## config.mk

```make
export PLATFORM = sky130hd
export DESIGN_NAME = qmix_top
export DESIGN_NICKNAME = d
export VERILOG_FILES = /design/src/rtl/qmix_pkg.sv /design/src/rtl/qmix_cfg_reg.sv /design/src/rtl/qmix_phase.sv /design/src/rtl/qmix_rotator.sv /design/src/rtl/qmix_top.sv
export SDC_FILE = /design/constraint.sdc
export NUM_CORES = 1
export LEC_CHECK = 0
export BUFFER_PORTS_ARGS = -buffer_cell sky130_fd_sc_hd__clkbuf_2
export CAP_MARGIN = 20
export CORE_MARGIN = 3
export CORE_UTILIZATION = 60
export DETAILED_ROUTE_END_ITERATION = 7
export PLACE_DENSITY = 0.83
export SYNTH_ARGS = -nofsm -noshare
export SYNTH_HDL_FRONTEND = slang
export SYNTH_SLANG_ARGS = --single-unit
```

## constraint.sdc

```tcl
create_clock -name clk -period 4.3 [get_ports clk]
set_input_delay 0.215 -clock clk [delete_from_list [all_inputs] [get_ports clk]]
set_output_delay 0.215 -clock clk [all_outputs]
set_load 0.05 [all_outputs]
```

## src/rtl/qmix_pkg.sv

```systemverilog
`timescale 1ns/1ps
package qmix_pkg;
  typedef enum logic [1:0] {
    LO_NONE    = 2'd0,
    LO_HALF    = 2'd1,
    LO_QUARTER = 2'd2
  } lo_e;

  localparam logic [1:0] MODE_RST = 2'b10;
  localparam logic       REAL_RST = 1'b1;
  localparam logic       SIGN_RST = 1'b0;

  function automatic lo_e decode_lo(input logic [1:0] mode);
    case (mode)
      2'b00:   return LO_NONE;
      2'b01:   return LO_HALF;
      default: return LO_QUARTER;
    endcase
  endfunction
endpackage

```

## src/rtl/qmix_cfg_reg.sv

```systemverilog
`timescale 1ns/1ps
module qmix_cfg_reg
  import qmix_pkg::*;
(
  input  logic       clk,
  input  logic       rst_n,
  input  logic       cfg_wr,
  input  logic [1:0] cfg_mode,
  input  logic       cfg_real,
  input  logic       cfg_sign,
  output lo_e        lo_sel,
  output logic       eff_complex,
  output logic       rot_pos,
  output logic       mode_clr
);
  logic [1:0] mode_q;
  logic       real_q;
  logic       sign_q;

  always_ff @(posedge clk) begin
    if (!rst_n) begin
      mode_q <= MODE_RST;
      real_q <= REAL_RST;
      sign_q <= SIGN_RST;
    end else if (cfg_wr) begin
      mode_q <= cfg_mode;
      real_q <= cfg_real;
      sign_q <= cfg_sign;
    end
  end

  assign lo_sel      = decode_lo(mode_q);
  assign eff_complex = !real_q && (lo_sel == LO_QUARTER);
  assign rot_pos     = sign_q;
  assign mode_clr    = cfg_wr && (cfg_mode != mode_q);


  cfg_capture_chk: assert property (@(posedge clk) disable iff (!rst_n)
    cfg_wr |=> (mode_q == $past(cfg_mode)) && (real_q == $past(cfg_real))
               && (sign_q == $past(cfg_sign)));


  cfg_hold_chk: assert property (@(posedge clk) disable iff (!rst_n)
    !cfg_wr |=> $stable(mode_q) && $stable(real_q) && $stable(sign_q));
endmodule

```

## src/rtl/qmix_phase.sv

```systemverilog
`timescale 1ns/1ps
module qmix_phase #(
  parameter int N_PHASE = 4
) (
  input  logic                       clk,
  input  logic                       rst_n,
  input  logic                       advance,
  input  logic                       clear,
  output logic [$clog2(N_PHASE)-1:0] phase
);
  localparam int PH_W = $clog2(N_PHASE);
  localparam logic [PH_W-1:0] PH_ONE = PH_W'(1);

  logic [PH_W-1:0] phase_q;

  always_ff @(posedge clk) begin
    if (!rst_n)       phase_q <= '0;
    else if (clear)   phase_q <= '0;
    else if (advance) phase_q <= phase_q + PH_ONE;
  end

  assign phase = phase_q;


  phase_step_chk: assert property (@(posedge clk) disable iff (!rst_n)
    (advance && !clear) |=> phase_q == $past(phase_q) + PH_ONE);


  phase_hold_chk: assert property (@(posedge clk) disable iff (!rst_n)
    (!advance && !clear) |=> $stable(phase_q));


  phase_clear_chk: assert property (@(posedge clk) disable iff (!rst_n)
    clear |=> phase_q == '0);
endmodule

```

## src/rtl/qmix_rotator.sv

```systemverilog
`timescale 1ns/1ps
module qmix_rotator
  import qmix_pkg::*;
#(
  parameter int W = 16
) (
  input  logic                clk,
  input  logic                rst_n,
  input  logic                in_valid,
  input  logic signed [W-1:0] in_i,
  input  logic signed [W-1:0] in_q,
  input  lo_e                 lo_sel,
  input  logic                eff_complex,
  input  logic                rot_pos,
  input  logic [1:0]          phase,
  output logic                out_valid,
  output logic signed [W-1:0] out_i,
  output logic signed [W-1:0] out_q
);
  localparam logic signed [W-1:0] MINV = {1'b1, {(W-1){1'b0}}};
  localparam logic signed [W-1:0] MAXV = {1'b0, {(W-1){1'b1}}};

  function automatic logic signed [W-1:0] sat_neg(input logic signed [W-1:0] x);
    if (x == MINV) return MAXV;
    return -x;
  endfunction

  logic signed [W-1:0] mix_i, mix_q;
  logic signed [W-1:0] neg_i, neg_q;

  assign neg_i = sat_neg(in_i);
  assign neg_q = sat_neg(in_q);

  always_comb begin
    mix_i = in_i;
    mix_q = in_q;
    case (lo_sel)
      LO_HALF: begin
        if (phase[0]) begin
          mix_i = neg_i;
          mix_q = neg_q;
        end
      end
      LO_QUARTER: begin
        if (eff_complex) begin
          case (phase)
            2'd0: begin mix_i = in_i;  mix_q = in_q;  end
            2'd1: begin
              mix_i = rot_pos ? neg_q : in_q;
              mix_q = rot_pos ? in_i  : neg_i;
            end
            2'd2: begin mix_i = neg_i; mix_q = neg_q; end
            default: begin
              mix_i = rot_pos ? in_q  : neg_q;
              mix_q = rot_pos ? neg_i : in_i;
            end
          endcase
        end else begin
          case (phase)
            2'd0:    begin mix_i = in_i;  mix_q = '0;    end
            2'd1:    begin mix_i = '0;    mix_q = in_q;  end
            2'd2:    begin mix_i = neg_i; mix_q = '0;    end
            default: begin mix_i = '0;    mix_q = neg_q; end
          endcase
        end
      end
      default: begin
        mix_i = in_i;
        mix_q = in_q;
      end
    endcase
  end

  always_ff @(posedge clk) begin
    if (!rst_n) begin
      out_valid <= 1'b0;
      out_i     <= '0;
      out_q     <= '0;
    end else begin
      out_valid <= in_valid;
      if (in_valid) begin
        out_i <= mix_i;
        out_q <= mix_q;
      end
    end
  end


  out_valid_rise_chk: assert property (@(posedge clk) disable iff (!rst_n)
    in_valid |=> out_valid);


  out_valid_low_chk: assert property (@(posedge clk) disable iff (!rst_n)
    !in_valid |=> !out_valid && $stable(out_i) && $stable(out_q));


  passthrough_chk: assert property (@(posedge clk) disable iff (!rst_n)
    (in_valid && lo_sel == LO_NONE) |=> (out_i == $past(in_i)) && (out_q == $past(in_q)));


  no_wrap_chk: assert property (@(posedge clk) disable iff (!rst_n)
    (in_valid && lo_sel == LO_HALF && phase[0] && in_i == MINV) |=> out_i == MAXV);
endmodule

```

## src/rtl/qmix_top.sv

```systemverilog
`timescale 1ns/1ps
module qmix_top
  import qmix_pkg::*;
#(
  parameter int W = 16
) (
  input  logic                clk,
  input  logic                rst_n,
  input  logic                cfg_wr,
  input  logic [1:0]          cfg_mode,
  input  logic                cfg_real,
  input  logic                cfg_sign,
  input  logic                in_valid,
  input  logic signed [W-1:0] in_i,
  input  logic signed [W-1:0] in_q,
  output logic                out_valid,
  output logic signed [W-1:0] out_i,
  output logic signed [W-1:0] out_q
);
  localparam int N_PHASE = 4;

  lo_e        lo_sel;
  logic       eff_complex;
  logic       rot_pos;
  logic       mode_clr;
  logic [1:0] phase;

  qmix_cfg_reg u_cfg (
    .clk        (clk),
    .rst_n      (rst_n),
    .cfg_wr     (cfg_wr),
    .cfg_mode   (cfg_mode),
    .cfg_real   (cfg_real),
    .cfg_sign   (cfg_sign),
    .lo_sel     (lo_sel),
    .eff_complex(eff_complex),
    .rot_pos    (rot_pos),
    .mode_clr   (mode_clr)
  );

  qmix_phase #(.N_PHASE(N_PHASE)) u_phase (
    .clk    (clk),
    .rst_n  (rst_n),
    .advance(in_valid),
    .clear  (mode_clr),
    .phase  (phase)
  );

  qmix_rotator #(.W(W)) u_rot (
    .clk        (clk),
    .rst_n      (rst_n),
    .in_valid   (in_valid),
    .in_i       (in_i),
    .in_q       (in_q),
    .lo_sel     (lo_sel),
    .eff_complex(eff_complex),
    .rot_pos    (rot_pos),
    .phase      (phase),
    .out_valid  (out_valid),
    .out_i      (out_i),
    .out_q      (out_q)
  );
endmodule

```

# [Word-level counts from Yosys, hierarchy flattened]
# Index checks and enable logic that the tools add are counted.
[classes] eq_ne=8 n_mux=21 bitwise_logic=1 reduce_logical=7 addsub=3
[op_table] op="$mux 16" n=12
[op_table] op="$pmux 16 s2" n=4
[op_table] op="$pmux 16 s3" n=2
[op_table] op="$eq 16x16->1 const B" n=2
[op_table] op="$neg 16->16" n=2
[op_table] op="$eq 2x1->1 const B" n=3
[op_table] op="$eq 2x2->1 const B" n=2
[op_table] op="$logic_not 2->1" n=2
[op_table] op="$pmux 2 s2" n=1
[op_table] op="$reduce_or 2->1" n=2
[op_table] op="$add 2x1->2 const B" n=1
[op_table] op="$logic_and 1x1->1" n=2
[op_table] op="$mux 1" n=2
[op_table] op="$ne 2x2->1" n=1
[op_table] op="$logic_not 1->1" n=1
[op_table] op="$not 1->1" n=1
[word_totals] in_bits=40 register_bits=39 out_inout_bits=33 elab_cells=47

# [Longest topological paths before layout]
# Gate-level depths: netlist of run 1.
[logic_depth] word_depth=7 mapped_depth=10 mapped_depth_nobuf=8

# [Cells and area by module]
# A second synthesis of run 1 with hierarchy kept.
[unflattened] cells_unflattened=775 area_unflattened_um2=5149.9
[modules_own_cells] module="qmix_rotator" instances=1 seq_area_each_um2=660.6 cells_per_inst=748 area_each_um2=4874.7
[modules_own_cells] module="qmix_cfg_reg" instances=1 seq_area_each_um2=80.1 cells_per_inst=19 area_each_um2=190.2
[modules_own_cells] module="qmix_phase" instances=1 seq_area_each_um2=40.0 cells_per_inst=8 area_each_um2=85.1

# [Least setup slack after synthesis of run 1]
# No wires, ideal clock.
[synth_timing] path_kind="input -> register" start="input port in_i[0]" end="register u_rot.out_i[5]" path_slack_ns=1.895 t_arrival_ns=2.321 cell_stages=10 path_buffers=2 path_cell_list="inv_1 ha_1 or4b_1 buf_2 or4_4 nor2_4 buf_6 nor2_2 o311a_1 o31ai_2"
[synth_via] elab_chain_len=6 word_cells_on_any_way=9 classes_between="add/sub (1); eq/ne (1); mux (7)"
[synth_lines] element="start, declared" line_no="qmix_top.sv:14" source="input logic signed [W-1:0] in_i,"
[synth_lines] element="branches (longest 2 deep; another with $neg 16->16)"
[synth_lines] element="$mux 16 *" line_no="qmix_rotator.sv:25" source="return -x;"
[synth_lines] element="$pmux 16 s3 or $pmux 16 s2 (tied branches)" line_no="qmix_rotator.sv:46, qmix_rotator.sv:59"
[synth_lines] element="$mux 16" line_no="qmix_rotator.sv:45" source="if (eff_complex) begin"
[synth_lines] element="$pmux 16 s2 *" line_no="qmix_rotator.sv:37" source="case (lo_sel)"
[synth_lines] element="end signal, assigned" line_no="qmix_rotator.sv:82" source="out_i <= mix_i;"
[synth_lines] element="end, declared" line_no="qmix_rotator.sv:17" source="output logic signed [W-1:0] out_i,"
# Every way passes the cells marked *.
# A chain may end at the register's enable or synchronous reset.

# [Worst setup path in the final report of run 1]
[layout_timing] start="register u_cfg.mode_q[1]" end="register u_rot.out_i[10]"
[layout_via] elab_chain_len=6 word_cells_on_any_way=8 classes_between="eq/ne (3); mux (3); reduce/logical (2)"
[layout_lines] element="start, declared" line_no="qmix_cfg_reg.sv:16" source="logic [1:0] mode_q;"
[layout_lines] element="start signal, assigned" line_no="qmix_cfg_reg.sv:26" source="mode_q <= cfg_mode;"
[layout_lines] element="$eq 2x1->1 or $logic_not 2->1 (tied branches)" line_no="qmix_pkg.sv:14" source="case (mode)"
[layout_lines] element="$pmux 2 s2 *" line_no="qmix_pkg.sv:14"
[layout_lines] element="$eq 2x2->1" line_no="qmix_cfg_reg.sv:33, qmix_rotator.sv:37"
[layout_lines] element="$logic_and 1x1->1" line_no="qmix_cfg_reg.sv:33" source="assign eff_complex = !real_q && (lo_sel == LO_QUARTER);"
[layout_lines] element="$mux 16" line_no="qmix_rotator.sv:45"
[layout_lines] element="$pmux 16 s2 *" line_no="qmix_rotator.sv:37"
# Mark *: on every way between the ends. The rest lies on a longest branch, timed or not.

==> results.py, run 1 <==
metrics = {
    "yosys": {
        "synthArstFlopShare_pct": 0,
        "syn_area_per_cell_um2": 6.68,
        "ys.flop_type": "dfxtp_1",
        "netlist_instances": 771,
        "synth_top_area_cell": "dfxtp_1",
        "ys_seq_area_share_pct": 15.2,
        "yosys-top-cells-area": "dfxtp_1 (15%), a21oi_1 (7.9%), o21ai_0 (7.4%)",
        "ys_types": 80,
        "synth_top_area_share_pct": 15.2,
        "syn_nets": 817,
        "ys.warnings.count": 0,
        "synth_area_um2": 5150,
        "synth-edff-count": 0,
        "ys_ff_latch": 39,
    },
    "worst_setup_path": {
        "max_stage_delay_ns": 0.93,
        "crit_required_ns": 4.48,
        "cp-end-kind": "flip-flop",
        "worstPathArrival_ns": 3.41,
        "cp_max_fo": 17,
        "rrSetupSlack_ns": 1.07,
        "path_cells": "clkinv_1, nor2_1, o311ai_0, a21oi_1, nor3_1",
        "r2r_start": "u_cfg.mode_q[1]",
        "rr_worst_depth": 5,
        "r2r-end": "u_rot.out_i[10]",
        "critPathLaunchType": "flip-flop",
        "worstSetupPathType": "flip-flop to flip-flop",
        "slowest_stage": "nor2_1",
    },
    "global_route": {
        "antenna_found_initial": 0,
        "grt_usage_pct": 48.0,
        "grt_pass1_vias": 6587,
        "grt-ovfl-total": 0,
        "grt_pass1_wl_mm": 37.0,
        "grt_max_degree": 47,
    },
    "timing": {
        "relSlewSlack_pct": 17.4,
        "finalCritPeriodShare_pct": 75.1,
        "maxSlewViolCount": 0,
        "fmax_mhz": 310,
        "hold_viol": 0,
        "rsz0062_at_grt": "no",
        "worst_pin_slew_ns": 1.23,
        "tns_ns": 0,
        "setup_viol": 0,
        "fin_skew_ns": 0.00776,
        "period_needed_ns": 3.23,
    },
    "place": {
        "dp_hpwl_mm": 16.4,
        "gp_congestion": 1.16,
        "placed_area_um2": 5420,
        "portBuffers": 72,
    },
    "routing": {
        "wirelength_mm": 24.0,
        "via_per_inst": 8.05,
        "drc": 8,
        "met2WireLength_mm": 9.91,
        "dr_total_vias": 7121,
        "wire_per_inst_um": 27.1,
        "drt-initial-drc-count": 1174,
        "drtAntennaViolNets": 0,
        "wl_met3_mm": 3.82,
        "top_layer": "met4",
        "drt-met1-wl_mm": 8.13,
        "drt_first_pass_iters": 8,
    },
    "clocking": {
        "clk_pin_slew_ns": 0.09,
        "cts_resized": 0,
        "clock-root-buffer": "clkbuf_8",
        "cts_buffers": 5,
        "cts_tree": "done",
        "clk_latency_ns": 0.31,
        "cts.sinks": 39,
        "holdBufCountCts": 0,
        "clk_path_buf_depth": 2,
        "post_cts_buffers": 0,
        "htreeDepth": 2,
    },
    "die": {
        "die_h_um": 98.6,
        "initial_utilization_pct": 62.3,
        "die-area_um2": 9730,
        "rows": 33,
        "core_um2": 8260,
        "pin_count": 73,
        "die_x_um": 98.6,
    },
    "finish": {
        "fin_nets": 825,
        "drive_gt1_share_pct": 16.3,
        "mostFrequentLayoutCells": "a21oi_1 (81), o21ai_0 (76), clkbuf_2 (72), nand2_1 (60), nor2_1 (59)",
        "final_common_cell": "a21oi_1",
        "antennaDiodeCount": 0,
        "areaGrowthSynthToFinish_pct": 7.17,
        "final_area_um2": 5520,
    },
    "power": {
        "cellLeakagePower_nw": 1.99,
        "power_density_nw_per_um2": 231,
        "vdd_drop_max_uv": 117,
    },
    "hold_path": {
        "min_to": "u_cfg.real_q",
        "hold_depth": 3,
        "hold_path_class": "input port to flip-flop",
        "hold_start": "cfg_real",
    },
    "status": {
        "violations": "design-rule violations",
        "status": "finished with violations",
    },
    "flow_run": {
        "max_cap_violations": 0,
    },
}
-- area by class of cell --
class,instances,area (um2)
clock buffer,8,100
tap,105,131
inverter,25,93.8
fill,769,2740
multi-input combinational,616,3900
timing repair buffer,92,510
sequential,39,781
-- stage by stage --
step / worst slack [ns] / total power (W) / hold slack, ns / utilization (%) / cells
finish: 1.07 / 0.00128 / 0.134 / 66.8 / 885
CTS: 1.31 / 0.00125 / 0.136 / 66.8 / 885
global placement: 1.28 / 0.000945 / 0.433 / 65.6 / 877
floorplan: 1.90 / 0.000794 / 0.345 / - / 771
detailed placement: 1.19 / 0.000953 / 0.445 / 65.6 / 877
global route: 0.881 / 0.00131 / 0.169 / 66.8 / 885
-- critical path, delay by kind of cell (launching register included) --
family                 cells  cell delay, ns
and+or+nand+nor            2            1.02
DFF                        1            0.76
buffers and inverters      1            0.60
AOI/OAI and AO/OA          2            0.73
-- state kept, by name (all words and copies together), names as in the netlist --
signal           cells
u_rot.out_i         16
u_rot.out_q         16
u_cfg.mode_q         2
u_phase.phase        2
u_cfg.real_q         1
u_cfg.rot_pos        1
u_rot.out_valid      1
-- metal layers --
layer | up-vias | global-route usage, %
li1 | 3008 | -
met1 | 3203 | 59.6
met2 | 706 | 70.9
met3 | 204 | 15.1
met4 | 0 | 32.6
met5 | - | 0
-- cell usage after synthesis (10+ instances only) --
cell and number:
a211oi_1 12, a21oi_1 81, a221oi_1 14, a31oi_1 21, clkbuf_1 79, dfxtp_1 39
inv_1 23, nand2_1 60, nand2b_1 10, nand3_1 14, nand4_1 14, nor2_1 59
nor3_1 24, nor4_1 11, o211ai_1 20, o21ai_0 76, o221ai_1 20, o31ai_1 12
-- worst max path at each step --
| stage | start | end | slack (ns) | cells after the start |
|---|---|---|---|---|
| finish | u_cfg.mode_q[1] | u_rot.out_i[10] | 1.07 | 5 |
| detailed placement | in_q[0] | u_rot.out_q[4] | 1.19 | 9 |
| global route | u_cfg.mode_q[1] | u_rot.out_i[10] | 0.88 | 5 |
| global placement | u_cfg.mode_q[1] | u_rot.out_i[10] | 1.28 | 5 |
| CTS | u_cfg.mode_q[1] | u_rot.out_i[10] | 1.31 | 5 |
| floorplan | in_i[0] | u_rot.out_i[5] | 1.90 | 10 |
-- power by group --
group	leakage [nW]	switching (W)	internal [W]
Clock	0.0515	0.000153	0.000147
Combinational	1.61	0.000400	0.000160
Sequential	0.322	0.0000260	0.000390
Total	1.99	0.000578	0.000697
-- kinds of logic (layout without fill, tap and decap cells) --
kind of cell	count (synthesis)	count (layout)	share of synthesized area, %
buf+inv	116	125	9.07
mux	9	9	1.77
flops	39	39	15.2
fa+ha+maj	6	6	1.46
xor+xnor	10	10	1.70
simple gates	244	244	25.4
compound gates	347	347	45.4
(Power assumes the default switching activity.)
==> run 2: changes to the inputs <==
ABC_AREA = 1   (was default)
CORE_UTILIZATION = 54   (was 60)
PLACE_DENSITY = 0.79   (was 0.83)
clock period = 2.6 ns   (was 4.3 ns; I/O delays follow)
==> run 2 against run 1 <==
  * The run now ends clean
  * Final cell count rose by 20%
  * Highest routed layer is now met5
  * Non-clock buffer count fell by 2
  * Register-to-register slack got worse by 0.62 ns
==> results.py, run 2 <==
metrics = {
    "global_route": {
        "grt_pass1_wl_mm": 30.1,
        "grt-ovfl-total": 0,
        "antenna_found_initial": 1,
        "grt_usage_pct": 36.0,
        "grt_max_degree": 52,
        "grt_pass1_vias": 6196,
    },
    "timing": {
        "finalCritPeriodShare_pct": 82.7,
        "relSlewSlack_pct": 51.0,
        "period_needed_ns": 2.15,
        "maxSlewViolCount": 0,
        "tns_ns": 0,
        "fmax_mhz": 465,
        "rsz0062_at_grt": "no",
        "fin_skew_ns": 0.0115,
        "setup_viol": 0,
        "hold_viol": 0,
        "worst_pin_slew_ns": 0.734,
    },
    "worst_setup_path": {
        "rrSetupSlack_ns": 0.45,
        "r2r-end": "u_rot.out_i[6]",
        "r2r_start": "u_phase.phase[0]",
        "cp-end-kind": "flip-flop",
        "worstSetupPathType": "flip-flop to flip-flop",
        "crit_start": "u_phase.phase[0]",
        "cpMostUsedCell": "a21oi_1",
        "critPathLaunchType": "flip-flop",
        "rr_worst_depth": 10,
        "slowest_stage": "dfxtp_1",
        "worstPathArrival_ns": 2.39,
        "crit_required_ns": 2.84,
        "path_cells": "buf_4, ha_1, inv_1, nor2_2, inv_2, a21oi_1, o21ai_0, o2111ai_1, nand2_1, a21oi_1",
        "cp_max_fo": 19,
        "max_stage_delay_ns": 0.34,
        "crit_end": "u_rot.out_i[6]",
    },
    "routing": {
        "drc": 0,
        "drt-initial-drc-count": 1010,
        "wirelength_mm": 18.9,
        "dr_total_vias": 6822,
        "wire_per_inst_um": 17.7,
        "via_per_inst": 6.40,
        "drtAntennaViolNets": 0,
        "drt_first_pass_iters": 6,
    },
    "yosys": {
        "ys_types": 35,
        "syn_area_per_cell_um2": 5.50,
        "synth-edff-count": 0,
        "ys_seq_area_share_pct": 15.4,
        "ys_ff_latch": 39,
        "synth.most_common_cell": "nand2_1",
        "syn_nets": 967,
        "netlist_instances": 921,
        "ys.warnings.count": 0,
        "ys_top_cells_by_count": "nand2_1 (229), a21oi_1 (184), o21ai_0 (119), nor2_1 (59), inv_1 (51)",
        "synth_top_area_share_pct": 18.2,
        "ys.flop_type": "dfxtp_1",
        "synth_top_area_cell": "a21oi_1",
        "synthArstFlopShare_pct": 0,
        "yosys-top-cells-area": "a21oi_1 (18%), nand2_1 (17%), dfxtp_1 (15%)",
        "synth_area_um2": 5060,
    },
    "clocking": {
        "clock-root-buffer": "clkbuf_8",
        "cts_tree": "done",
        "cts_buffers": 5,
        "post_cts_buffers": 0,
        "cts.sinks": 39,
        "holdBufCountCts": 0,
        "clk_latency_ns": 0.31,
        "htreeDepth": 2,
        "clk_path_buf_depth": 2,
        "clk_pin_slew_ns": 0.10,
        "cts_resized": 0,
    },
    "finish": {
        "final_common_cell": "nand2_1",
        "areaGrowthSynthToFinish_pct": 9.77,
        "antennaDiodeCount": 0,
        "fin_nets": 1003,
        "mostFrequentLayoutCells": "nand2_1 (229), a21oi_1 (184), o21ai_0 (119), clkbuf_2 (72), nor2_1 (59)",
        "drive_gt1_share_pct": 16.4,
        "utilization_pct": 62.5,
        "reg_top3": "u_rot.out_i: 16 flops, u_rot.out_q: 16 flops",
    },
    "flow_run": {
        "max_cap_violations": 0,
    },
    "place": {
        "portBuffers": 72,
        "dp_hpwl_mm": 13.3,
        "gp_congestion": 1.02,
    },
    "die": {
        "die_x_um": 103,
        "rows": 34,
        "initial_utilization_pct": 56.9,
        "die-area_um2": 10600,
        "die_h_um": 103,
        "pin_count": 73,
        "core_um2": 8890,
    },
    "hold_path": {
        "hold_path_class": "input port to flip-flop",
    },
    "power": {
        "power_density_nw_per_um2": 373,
        "vdd_drop_max_uv": 262,
        "cellLeakagePower_nw": 2.53,
    },
    "status": {
        "status": "completed",
    },
}
run 2: area by class of cell:
type | instances | area (um2)
Inverter | 66 | 253
Clock buffer | 6 | 82.6
Tap cell | 108 | 135
Multi-Input combinational cell | 755 | 3760
Fill cell | 933 | 3340
Timing Repair Buffer | 90 | 528
Clock inverter | 2 | 16.3
Sequential cell | 39 | 781
run 2: how the worst min path moves through the flow:
stage | startpoint | end | slack [ns] | depth (start not counted)
4_1_cts | cfg_real | u_cfg.real_q | 0.05 | 3
3_5_place_dp | cfg_real | u_cfg.real_q | 0.37 | 3
2_1_floorplan | cfg_wr | u_cfg.mode_q[1] | 0.25 | 1
6_report | cfg_real | u_cfg.real_q | 0.05 | 3
5_1_grt | cfg_real | u_cfg.real_q | 0.07 | 3
3_3_place_gp | cfg_real | u_cfg.real_q | 0.36 | 3
run 2: layer usage:
metal  global-route usage [%]  routed length [um]
met1                     46.0                7200
met2                     57.1                8320
met3                     7.24                2150
met4                     19.1                1220
met5                        0                  10
run 2: where the power goes:
part	internal (W)	leakage [nW]	switching, W
combinational	0.000251	2.16	0.000671
sequential	0.000644	0.323	0.0000250
clock	0.000217	0.0474	0.000262
run 2: cells by family after synthesis:
family	synth area share, %
adders and majority gates	1.48
DFF	15.4
and+or+nand+nor	35.3
buffers and inverters	10.3
AOI/OAI and AO/OA	36.0
xor gates and xnor gates	1.56
run 2: worst max-delay path: cells and delay by family (launching register included):
| kind | cells | cell delay (ns) |
|---|---|---|
| and+or+nand+nor | 2 | 0.31 |
| adders and majority gates | 1 | 0.29 |
| DFF | 1 | 0.34 |
| buffers and inverters | 3 | 0.64 |
| AOI/OAI and AO/OA | 4 | 0.50 |
run 2: per-stage QoR:
stage          hold WS, ns  setup WS, ns  instance area [um2]  total power (W)  instances
2_1_floorplan        0.246         0.517                 5060          0.00132        921
3_3_place_gp         0.356         0.418                 5430          0.00157       1057
3_5_place_dp         0.367         0.318                 5430          0.00158       1057
4_1_cts             0.0474         0.280                 5530          0.00205       1065
5_1_grt             0.0741         0.282                 5560          0.00218       1066
6_report            0.0472         0.450                 5560          0.00207       1066
